$ cat src/rtl/tmr_chan_pkg.sv
package tmr_chan_pkg;

    typedef enum logic [1:0] {
        CH_OFF  = 2'b00,
        CH_CAPT = 2'b01,
        CH_OCMP = 2'b10,
        CH_BUFC = 2'b11
    } chan_st_e;

    typedef enum logic [1:0] {
        ACT_NONE   = 2'b00,
        ACT_TOGGLE = 2'b01,
        ACT_CLEAR  = 2'b10,
        ACT_SET    = 2'b11
    } pin_act_e;

    function automatic chan_st_e decode_state(input logic [1:0] mode, input logic [1:0] sel);
        chan_st_e st;
        if (sel == 2'b00)       st = CH_OFF;
        else if (mode[1])       st = CH_BUFC;
        else if (mode[0])       st = CH_OCMP;
        else                    st = CH_CAPT;
        return st;
    endfunction

endpackage

$ cat src/rtl/tmr_chan_ctrl.sv
module tmr_chan_ctrl
    import tmr_chan_pkg::*;
(
    input  logic       clk,
    input  logic       rst_n,
    input  logic       ctl_wr,
    input  logic [1:0] ctl_mode,
    input  logic [1:0] ctl_sel,
    input  logic       cnt_stopped,
    input  logic       cnt_held,
    output logic [1:0] mode_q,
    output logic [1:0] sel_q,
    output chan_st_e   state_q,
    output logic       capt_en,
    output logic       rise_en,
    output logic       fall_en,
    output logic       cmp_en,
    output logic       buf_en,
    output logic       pin_own,
    output logic       preset_lvl,
    output pin_act_e   action
);

    logic       mode_we;
    logic [1:0] mode_d;
    logic [1:0] sel_d;
    chan_st_e   state_d;

    // Mode bits are accepted only while the counter is frozen at zero.
    assign mode_we = ctl_wr && cnt_stopped && cnt_held;
    assign mode_d  = mode_we ? ctl_mode : mode_q;
    assign sel_d   = ctl_wr  ? ctl_sel  : sel_q;
    assign state_d = decode_state(mode_d, sel_d);

    // State register together with the configuration it is decoded from.
    always_ff @(posedge clk or negedge rst_n) begin
        if (!rst_n) begin
            mode_q  <= 2'b00;
            sel_q   <= 2'b00;
            state_q <= CH_OFF;
        end else begin
            mode_q  <= mode_d;
            sel_q   <= sel_d;
            state_q <= state_d;
        end
    end

    // Per-state enables.
    always_comb begin
        capt_en    = 1'b0;
        rise_en    = 1'b0;
        fall_en    = 1'b0;
        cmp_en     = 1'b0;
        buf_en     = 1'b0;
        pin_own    = 1'b1;
        preset_lvl = ~mode_q[0];
        action     = ACT_NONE;
        unique case (state_q)
            CH_OFF: begin
                pin_own = 1'b0;
            end
            CH_CAPT: begin
                capt_en = 1'b1;
                rise_en = sel_q[0];
                fall_en = sel_q[1];
            end
            CH_OCMP: begin
                cmp_en = 1'b1;
                action = pin_act_e'(sel_q);
            end
            CH_BUFC: begin
                cmp_en = 1'b1;
                buf_en = 1'b1;
                action = pin_act_e'(sel_q);
            end
            default: begin
                pin_own = 1'b0;
            end
        endcase
    end

endmodule

$ cat src/rtl/tmr_chan_capture.sv
module tmr_chan_capture #(
    parameter int CNT_W       = 16,
    parameter int SYNC_STAGES = 2
) (
    input  logic             clk,
    input  logic             rst_n,
    input  logic             pin_in,
    input  logic             capt_en,
    input  logic             rise_en,
    input  logic             fall_en,
    input  logic [CNT_W-1:0] cnt_value,
    output logic [CNT_W-1:0] cap_q,
    output logic             capt_evt
);

    localparam int LAST = SYNC_STAGES - 1;

    logic [LAST:0] sync_q;
    logic          prev_q;
    logic          rise_det;
    logic          fall_det;

    // Synchronizer chain, its depth set by the parameter.
    genvar g;
    generate
        for (g = 0; g <= LAST; g++) begin : g_sync
            if (g == 0) begin : g_first
                always_ff @(posedge clk or negedge rst_n) begin
                    if (!rst_n) sync_q[0] <= 1'b0;
                    else        sync_q[0] <= pin_in;
                end
            end else begin : g_next
                always_ff @(posedge clk or negedge rst_n) begin
                    if (!rst_n) sync_q[g] <= 1'b0;
                    else        sync_q[g] <= sync_q[g-1];
                end
            end
        end
    endgenerate

    always_ff @(posedge clk or negedge rst_n) begin
        if (!rst_n) prev_q <= 1'b0;
        else        prev_q <= sync_q[LAST];
    end

    assign rise_det = sync_q[LAST] & ~prev_q;
    assign fall_det = ~sync_q[LAST] & prev_q;
    assign capt_evt = capt_en && ((rise_en && rise_det) || (fall_en && fall_det));

    always_ff @(posedge clk or negedge rst_n) begin
        if (!rst_n)        cap_q <= '0;
        else if (capt_evt) cap_q <= cnt_value;
    end

endmodule

$ cat src/rtl/tmr_chan_compare.sv
module tmr_chan_compare #(
    parameter int CNT_W = 16
) (
    input  logic             clk,
    input  logic             rst_n,
    input  logic             cmp_wr,
    input  logic [CNT_W-1:0] cmp_wdata,
    input  logic             buf_en,
    input  logic             cmp_en,
    input  logic             cnt_ovf,
    input  logic [CNT_W-1:0] cnt_value,
    output logic             cmp_evt
);

    logic [CNT_W-1:0] shadow_q;
    logic [CNT_W-1:0] active_q;

    always_ff @(posedge clk or negedge rst_n) begin
        if (!rst_n) begin
            shadow_q <= '0;
            active_q <= '0;
        end else if (buf_en) begin
            // Buffered: writes stage in the shadow, overflow publishes it.
            if (cmp_wr)  shadow_q <= cmp_wdata;
            if (cnt_ovf) active_q <= shadow_q;
        end else if (cmp_wr) begin
            shadow_q <= cmp_wdata;
            active_q <= cmp_wdata;
        end
    end

    assign cmp_evt = cmp_en && (cnt_value == active_q);

endmodule

$ cat src/rtl/tmr_chan.sv
module tmr_chan
    import tmr_chan_pkg::*;
#(
    parameter int CNT_W       = 16,
    parameter int SYNC_STAGES = 2
) (
    input  logic             clk,
    input  logic             rst_n,
    input  logic [CNT_W-1:0] cnt_value,
    input  logic             cnt_stopped,
    input  logic             cnt_held,
    input  logic             cnt_ovf,
    input  logic             pin_in,
    input  logic             cmp_wr,
    input  logic [CNT_W-1:0] cmp_wdata,
    input  logic             ctl_wr,
    input  logic [1:0]       ctl_mode,
    input  logic [1:0]       ctl_sel,
    input  logic             flag_ack,
    output logic [1:0]       cfg_mode,
    output logic [1:0]       cfg_sel,
    output logic             pin_out,
    output logic             pin_en,
    output logic [CNT_W-1:0] cap_value,
    output logic             chan_flag
);

    chan_st_e state_q;
    pin_act_e action;
    logic     capt_en, rise_en, fall_en, cmp_en, buf_en, pin_own, preset_lvl;
    logic     capt_evt, cmp_evt;
    logic     out_q, flag_q;

    tmr_chan_ctrl ctrl_i (
        .clk        (clk),
        .rst_n      (rst_n),
        .ctl_wr     (ctl_wr),
        .ctl_mode   (ctl_mode),
        .ctl_sel    (ctl_sel),
        .cnt_stopped(cnt_stopped),
        .cnt_held   (cnt_held),
        .mode_q     (cfg_mode),
        .sel_q      (cfg_sel),
        .state_q    (state_q),
        .capt_en    (capt_en),
        .rise_en    (rise_en),
        .fall_en    (fall_en),
        .cmp_en     (cmp_en),
        .buf_en     (buf_en),
        .pin_own    (pin_own),
        .preset_lvl (preset_lvl),
        .action     (action)
    );

    tmr_chan_capture #(.CNT_W(CNT_W), .SYNC_STAGES(SYNC_STAGES)) capt_i (
        .clk      (clk),
        .rst_n    (rst_n),
        .pin_in   (pin_in),
        .capt_en  (capt_en),
        .rise_en  (rise_en),
        .fall_en  (fall_en),
        .cnt_value(cnt_value),
        .cap_q    (cap_value),
        .capt_evt (capt_evt)
    );

    tmr_chan_compare #(.CNT_W(CNT_W)) cmp_i (
        .clk      (clk),
        .rst_n    (rst_n),
        .cmp_wr   (cmp_wr),
        .cmp_wdata(cmp_wdata),
        .buf_en   (buf_en),
        .cmp_en   (cmp_en),
        .cnt_ovf  (cnt_ovf),
        .cnt_value(cnt_value),
        .cmp_evt  (cmp_evt)
    );

    // Output register: preset while released, compare action otherwise.
    always_ff @(posedge clk or negedge rst_n) begin
        if (!rst_n) begin
            out_q <= 1'b1;
        end else if (state_q == CH_OFF) begin
            out_q <= preset_lvl;
        end else if (cmp_evt) begin
            unique case (action)
                ACT_TOGGLE: out_q <= ~out_q;
                ACT_CLEAR:  out_q <= 1'b0;
                ACT_SET:    out_q <= 1'b1;
                default:    out_q <= out_q;
            endcase
        end
    end

    // Event flag: a new event outranks the acknowledge.
    always_ff @(posedge clk or negedge rst_n) begin
        if (!rst_n)                  flag_q <= 1'b0;
        else if (capt_evt | cmp_evt) flag_q <= 1'b1;
        else if (flag_ack)           flag_q <= 1'b0;
    end

    assign pin_out   = out_q;
    assign pin_en    = pin_own;
    assign chan_flag = flag_q;

endmodule

$ cat config.mk
export PLATFORM = sky130hd
export DESIGN_NAME = tmr_chan
export DESIGN_NICKNAME = d
export VERILOG_FILES = /design/src/rtl/tmr_chan_pkg.sv /design/src/rtl/tmr_chan_ctrl.sv /design/src/rtl/tmr_chan_capture.sv /design/src/rtl/tmr_chan_compare.sv /design/src/rtl/tmr_chan.sv
export SDC_FILE = /design/constraint.sdc
export NUM_CORES = 1
export LEC_CHECK = 0
export BUFFER_PORTS_ARGS = -buffer_cell sky130_fd_sc_hd__buf_4
export CAP_MARGIN = 15
export CORE_MARGIN = 2
export CORE_UTILIZATION = 40
export CTS_CLUSTER_SIZE = 25
export DETAILED_ROUTE_END_ITERATION = 16
export PLACE_DENSITY = 0.75
export RECOVER_POWER = 25
export SKIP_CTS_REPAIR_TIMING = 1
export SYNTH_ARGS = -nofsm -noshare
export SYNTH_HDL_FRONTEND = slang
export SYNTH_SLANG_ARGS = --single-unit
$ cat constraint.sdc
create_clock -name clk -period 2.25 [get_ports clk]
set_input_delay 0.3375 -clock clk [delete_from_list [all_inputs] [get_ports clk]]
set_output_delay 0.3375 -clock clk [all_outputs]
set_load 0.1 [all_outputs]
==> results of run 1 <==
[power by group through the flow]
stage	clock [mW]	sequential, mW	combinational [mW]
6_report	1.23	1.54	2.26
5_1_grt	1.31	1.58	2.35
4_1_cts	1.26	1.55	2.28
3_5_place_dp	0	1.57	2.27
3_3_place_gp	0	1.55	2.24
2_1_floorplan	0	2.77	0.583
[sequential cells by signal, summed over array words and instances (netlist names)]
| signal | flops |
|---|---|
| capt_i.cap_q | 16 |
| capt_i.prev_q | 1 |
| capt_i.sync_q | 2 |
| chan_flag | 1 |
| cmp_i.active_q | 16 |
| cmp_i.shadow_q | 16 |
| ctrl_i.mode_q | 2 |
| ctrl_i.sel_q | 2 |
| ctrl_i.state_q | 2 |
| pin_out | 1 |
[layout by cell type, fill, tap and decap left out, types with 3 or more instances in the layout]
cell,n
nand2_1,19
inv_1,7
mux2_4,9
mux2_2,26
o21ai_0,15
o21ai_1,3
nor2_1,3
dfrtp_1,58
xor2_1,7
bufinv_16,3
buf_4,66
xnor2_1,6
clkbuf_8,12
mux2i_1,18
a21oi_1,5
[critical path, cell delays in order (launching register included)]
cell     delay [ps]
dfrtp_1         440
nand2_4         270
mux2i_4         730
o21ai_0         200
[worst max path at each step]
stage | end | slack, ps | depth (start not counted)
global placement | cmp_i.active_q[10] | 510 | 3
CTS | cmp_i.active_q[0] | 440 | 3
global route | cmp_i.active_q[4] | 260 | 3
detailed placement | cmp_i.active_q[10] | 440 | 3
finish | cmp_i.active_q[10] | 440 | 3
floorplan | capt_i.cap_q[0] | 240 | 6
[metal layers]
layer  GRT usage  part of all wire  up-vias
li1            -                 -      847
met1       0.205              0.46      830
met2       0.223              0.47       38
met3      0.0525             0.051        9
met4      0.0736             0.019        0
met5           0                 0        -
[cells in the mapped netlist, drive strengths merged (2+ instances only)]
library cell / count / area (sq um)
nor2: 3 / 11.3
xnor2: 6 / 52.6
nand2: 20 / 82.6
nor4: 2 / 18.8
mux2: 35 / 428
dfrtp: 58 / 1450
xor2: 7 / 61.3
o21ai: 18 / 90.1
buf: 7 / 61.3
mux2i: 19 / 203
a21oi: 5 / 25.0
inv: 7 / 26.3
[cells by family (layout without fill, tap and decap cells)]
group	Yosys count	after routing
flops	59	59
simple gates	33	33
xor+xnor	13	13
mux	54	54
fa+ha+maj	1	1
buf+inv	15	91
compound gates	27	27
[cell type report]
class	instances	area, sq um	area share
clock buffers	12	165	0.0480
clock inverters	4	95.1	0.0276
inverters	7	26.3	0.00764
multi-input cells	128	1070	0.311
flip-flops and latches	59	1480	0.430
well taps	77	96.3	0.0280
repair buffers	68	508	0.148
[through the flow]
step | cell area (sq um) | worst slack, ps | total power, mW | hold WS, ps
6_report | 3440 | 443 | 5.03 | 133
5_1_grt | 3440 | 259 | 5.24 | 113
4_1_cts | 3440 | 440 | 5.08 | 75.8
3_5_place_dp | 3180 | 440 | 3.84 | 348
3_3_place_gp | 3180 | 509 | 3.80 | 340
2_1_floorplan | 2640 | 241 | 3.35 | 41.9
==> reports/qor.yml, run 1 <==
outcome:
  status: "finished, final reports clean"
synth:
  netlist_instances: 202
  yosysSeqAreaShare: 0.559
  synth_fp_nets: 248
  syn_area_sq_um: 2640
  synthDistinctLibCells: 35
  muxShareOfSynthArea: 0.239
  synthXorXnorAreaFrac: 0.0431
  synth_fa_ha_area_frac: 0.00474
  synth_compound_area_frac: 0.0564
  async_flop_share: 1.00
  avgSynthCellArea_sq_um: 13.1
  synth_edf_count: 0
  synth_top_family_by_area: "multiplexers"
  synth_ff_type: "dfrtp_1"
  yosys.area_share.simple: 0.0625
  yosysWarnings: 0
  synth_seq_cells: 59
routing:
  dr.pass1.iters: 4
  drtIter0Drc: 83
  antenna_left: 0
  vias: 1724
  drc: 0
  route.detailed.wl_per_inst_microns: 14.6
  wl_mm: 5.17
  viasPerCell: 4.86
floorplanning:
  ios: 68
  start_util: 0.414
  die_h_microns: 85.3
  row_count: 29
  core_area_sq_um: 6390
  die_area_sq_um: 7270
  die_w_microns: 85.3
cts:
  cts.path.max_buffers: 2
  numCtsBuffers: 9
  cts.sinks: 59
  cts_tree: "built"
  clk_pin_slew_ps: 60
  clk_latency_ps: 340
  root_buffer: "clkbuf_8"
  cts-htree-levels: 3
critical_path:
  required_ps: 2440
  worstPathArrival_ps: 1990
  end_kind: "flop"
  path_class: "reg2reg"
  worst_setup_path_start_kind: "flop"
  startpoint: "ctrl_i.state_q[1]"
  ff2ff_setup_slack_ps: 440
  worstReg2RegEnd: "cmp_i.active_q[10]"
  r2r_start: "ctrl_i.state_q[1]"
  crit_fanout: 32
  worst_r2r_path_depth: 3
pwr:
  p_switching_mw: 2.23
  intPower_mw: 2.81
  p_sw_frac: 0.443
  sequentialPowerShare: 0.307
  powerDensity_nw_per_um2: 1460
  pwr-share-comb: 0.449
  power_leakage_nw: 1.68
  power_frac_clock: 0.245
  peakVddDrop_mv: 1.45
grt:
  antenna_found_initial: 0
  grt_pass1_vias: 1778
  grt_max_degree: 60
  grt_use_total: 0.153
  grt_pass1_wl_mm: 8.47
  gr-total-overflow: 0
timing:
  setup_viol: 0
  finalCriticalPeriod_ps: 1810
  finalCritPeriodShare: 0.803
  tightest_slew_ps: 1410
  maxSlewHeadroom: 0.0591
  fmax_mhz: 553
  rsz0062_at_grt: "false"
  fin_setup_tns_ps: 0
  slew_violations: 0
  finClkSkew_ps: 6.48
  hold_viol_final: 0
worst_hold_path:
  min_from: "pin_in"
  hp-class: "in2reg"
  whs_endpoint: "capt_i.sync_q[0]"
  whs_path_depth: 1
final_layout:
  syn2layout_area_growth_pct: 30.2
  num_antenna_cells: 0
  fillers: 557
  final_cells: 355
  finish.utilization: 0.539
  layout-drive-gt1-share: 0.450
  nets: 319
placed_design:
  place_inst: 339
  gp_congestion: 0.738
  io_buffer_count: 67
  hpwl_mm: 3.81
run:
  maxCapViolCount: 0
Power figures use the tool's default switching activity.
==> run 2, diff against run 1 <==
--- a/config.mk
+++ b/config.mk
@@ -5,6 +5,7 @@
 export SDC_FILE = /design/constraint.sdc
 export NUM_CORES = 1
 export LEC_CHECK = 0
+export ABC_AREA = 1
 export BUFFER_PORTS_ARGS = -buffer_cell sky130_fd_sc_hd__buf_4
 export CAP_MARGIN = 15
 export CORE_MARGIN = 2
==> constraint.sdc (replaced) <==
create_clock -name clk -period 1.8 [get_ports clk]
set_input_delay 0.27 -clock clk [delete_from_list [all_inputs] [get_ports clk]]
set_output_delay 0.27 -clock clk [all_outputs]
set_load 0.1 [all_outputs]
==> reports/qor.yml, run 2 <==
cts:
  clk_latency_ps: 330  # about the same
  clk_pin_slew_ps: 70  # about the same
  cts.sinks: 59  # unchanged
  cts-htree-levels: 3  # unchanged
  cts.path.max_buffers: 2  # unchanged
  numCtsBuffers: 9  # unchanged
  cts_tree: "built"
  root_buffer: "clkbuf_8"
final_layout:
  syn2layout_area_growth_pct: 29.2
  layout_common_cells: "79 x nand2_1, 71 x buf_4, 56 x dfrtp_1, 37 x inv_1, 33 x o21ai_0"
  nets: 419  # +31%
  layout-drive-gt1-share: 0.312  # -0.137
  reg_top3: "capt_i.cap_q x16, cmp_i.active_q x16, cmp_i.shadow_q x16"
  mostFrequentLayoutCell: "nand2_1"
  num_antenna_cells: 0  # unchanged
synth:
  async_flop_share: 1.00  # unchanged
  yosysSeqAreaShare: 0.542  # -0.0175
  synth_most_common_cell: "nand2_1"
  synth_fp_nets: 346  # +40%
  netlist_instances: 300  # +49%
  ys_top_cells_by_area: "dfrtp_1 53%, nand2_1 11%, o21ai_0 6.1%"
  synth_seq_cells: 59  # unchanged
  synth_ff_type: "dfrtp_1"
  synth_top_area_cell: "dfrtp_1"
  syn_area_sq_um: 2730  # +3.2%
  avgSynthCellArea_sq_um: 9.09  # -30%
  yosysWarnings: 0  # unchanged
  synth_edf_count: 0  # unchanged
  yosysTopAreaCellShare: 0.532  # -0.0171
  synth_common_cells: "79 x nand2_1, 58 x dfrtp_1, 37 x inv_1, 33 x o21ai_0, 19 x nor2_1"
  synthDistinctLibCells: 26  # -26%
floorplanning:
  core_area_sq_um: 6680  # +4.6%
  die_area_sq_um: 7490  # +3.1%
  die_h_microns: 86.6  # +1.5%
  row_count: 30  # +3.4%
  die_w_microns: 86.6  # +1.5%
  ios: 68  # unchanged
  start_util: 0.408  # -0.00554
pwr:
  total_power_mw: 5.85  # +16%
  powerDensity_nw_per_um2: 1660  # +13%
  peakVddDrop_mv: 0.532  # -63%
  p_switching_mw: 2.73  # +22%
  power_leakage_nw: 1.79  # +6.7%
  intPower_mw: 3.12  # +11%
  sequentialPowerShare: 0.325  # +0.018
  pwr-share-comb: 0.448  # about the same
  p_sw_frac: 0.466  # +0.0234
  power_frac_clock: 0.227  # -0.018
run:
  maxCapViolCount: 0  # unchanged
routing:
  drc: 0  # unchanged
  route.detailed.wl_per_inst_microns: 12.9  # -11%
  dr.pass1.iters: 4  # unchanged
  vias: 2196  # +27%
  wl_mm: 5.93  # +15%
  antenna_left: 0  # unchanged
  drtIter0Drc: 113  # +36%
  viasPerCell: 4.79  # -1.3%
placed_design:
  io_buffer_count: 67  # unchanged
  gp_congestion: 0.768  # +4.1%
  hpwl_mm: 4.52  # +19%
critical_path:
  crit_fanout: 10  # -69%
  crit_chain: "nor2_1, inv_1, buf_4"
  end_kind: "primary output"
  cp_slowest_cell: "dfrtp_1"
  critPathMaxStageDelay_ps: 570  # -160 ps
  required_ps: 1530  # -910 ps
  worstPathArrival_ps: 1440  # -550 ps
  path_class: "reg2out"
  worst_setup_path_start_kind: "flop"
timing:
  finClkSkew_ps: 6.60  # +0.126 ps
  finalCritPeriodShare: 0.951
  slew_violations: 0  # unchanged
  fin_setup_tns_ps: 0  # unchanged
  rsz0062_at_grt: "false"
  maxSlewHeadroom: 0.546  # +0.487
  fmax_mhz: 584
  hold_viol_final: 0  # unchanged
  tightest_slew_ps: 680  # -731 ps
  setup_viol: 0  # unchanged
  finalCriticalPeriod_ps: 1710
grt:
  grt_use_total: 0.172  # +0.0187
  grt_max_degree: 33  # -45%
  grt_pass1_vias: 2082  # +17%
  grt_pass1_wl_mm: 9.74  # +15%
  gr-total-overflow: 0  # unchanged
  antenna_found_initial: 0  # unchanged
outcome:
  status: "finished, final reports clean"
worst_hold_path:
  hp-class: "in2reg"
run 2: changes by cell type in the layout (fill, tap and decap cells not counted), moves of 12 or more:
cell     previous run  this run
nor2_1              3        19
inv_1               7        37
nand2_1            19        79
o21ai_0            15        33
mux2_2             26        14
mux2i_1            18         0
run 2: final timing paths:
kind	startpoint	end	slack, ps	cells past startpoint
hold reg to reg	capt_i.sync_q[0]	capt_i.sync_q[1]	360	0
max in group asynchronous	rst_n	cmp_i.active_q[9]	580	3
hold / removal	pin_in	capt_i.sync_q[0]	60	1
min in group asynchronous	rst_n	cmp_i.shadow_q[11]	500	2
setup reg to reg	ctrl_i.state_q[1]	pin_out	220	8
setup / recovery	ctrl_i.state_q[0]	pin_en	90	3
run 2: per-layer routing:
metal  wire, microns  GRT usage  vias to the layer above
met4              91     0.0668                        0
met1            2670      0.228                     1027
met3             294     0.0571                        7
li1                -          -                     1108
met2            2880      0.262                       54
met5               0          0                        -
run 2: area by class of cell:
class	count	area, sq um
clock buffers	11	141
clock inverters	5	77.6
fillers	613	3160
inverters	37	139
multi-input cells	192	1030
flip-flops and latches	59	1480
well taps	80	100
repair buffers	74	556
run 2: stage by stage:
step                      instance area, sq um  worst slack, ps  hold WS, ps  utilization  cells
after floorplan                           2730             73.1        -25.6            -    300
after global placement                    3300              305          196        0.493    441
after detailed placement                  3300              259          195        0.493    441
after CTS                                 3520             85.5         -163        0.526    457
after global routing                      3520             2.50         39.0        0.527    458
final                                     3520             88.5         60.6        0.527    458
run 2: logic make-up (layout without fill, tap and decap cells):
kind of cell | count (synthesis) | in the layout | synth area share
DFF | 59 | 59 | 0.542
muxes | 15 | 15 | 0.0633
buffers and inverters | 49 | 127 | 0.0803
adders and majority gates | 1 | 1 | 0.00459
and+or+nand+nor | 115 | 115 | 0.173
AOI/OAI and AO/OA | 56 | 56 | 0.121
xor gates and xnor gates | 5 | 5 | 0.0161
run 2: power groups by stage:
| stage | registers, mW | logic (mW) | clock network (mW) |
|---|---|---|---|
| global route | 1.94 | 2.78 | 1.42 |
| detailed placement | 1.92 | 2.63 | 0 |
| finish | 1.90 | 2.62 | 1.33 |
| floorplan | 3.25 | 0.692 | 0 |
| global placement | 1.91 | 2.59 | 0 |
| CTS | 1.90 | 2.64 | 1.34 |
run 2: worst max-delay path: cells and delay by family, from the launching register on:
family                 cells  cell delay, ps
buffers and inverters      2             450
flip-flops                 1             570
AND/OR/NAND/NOR            1              90
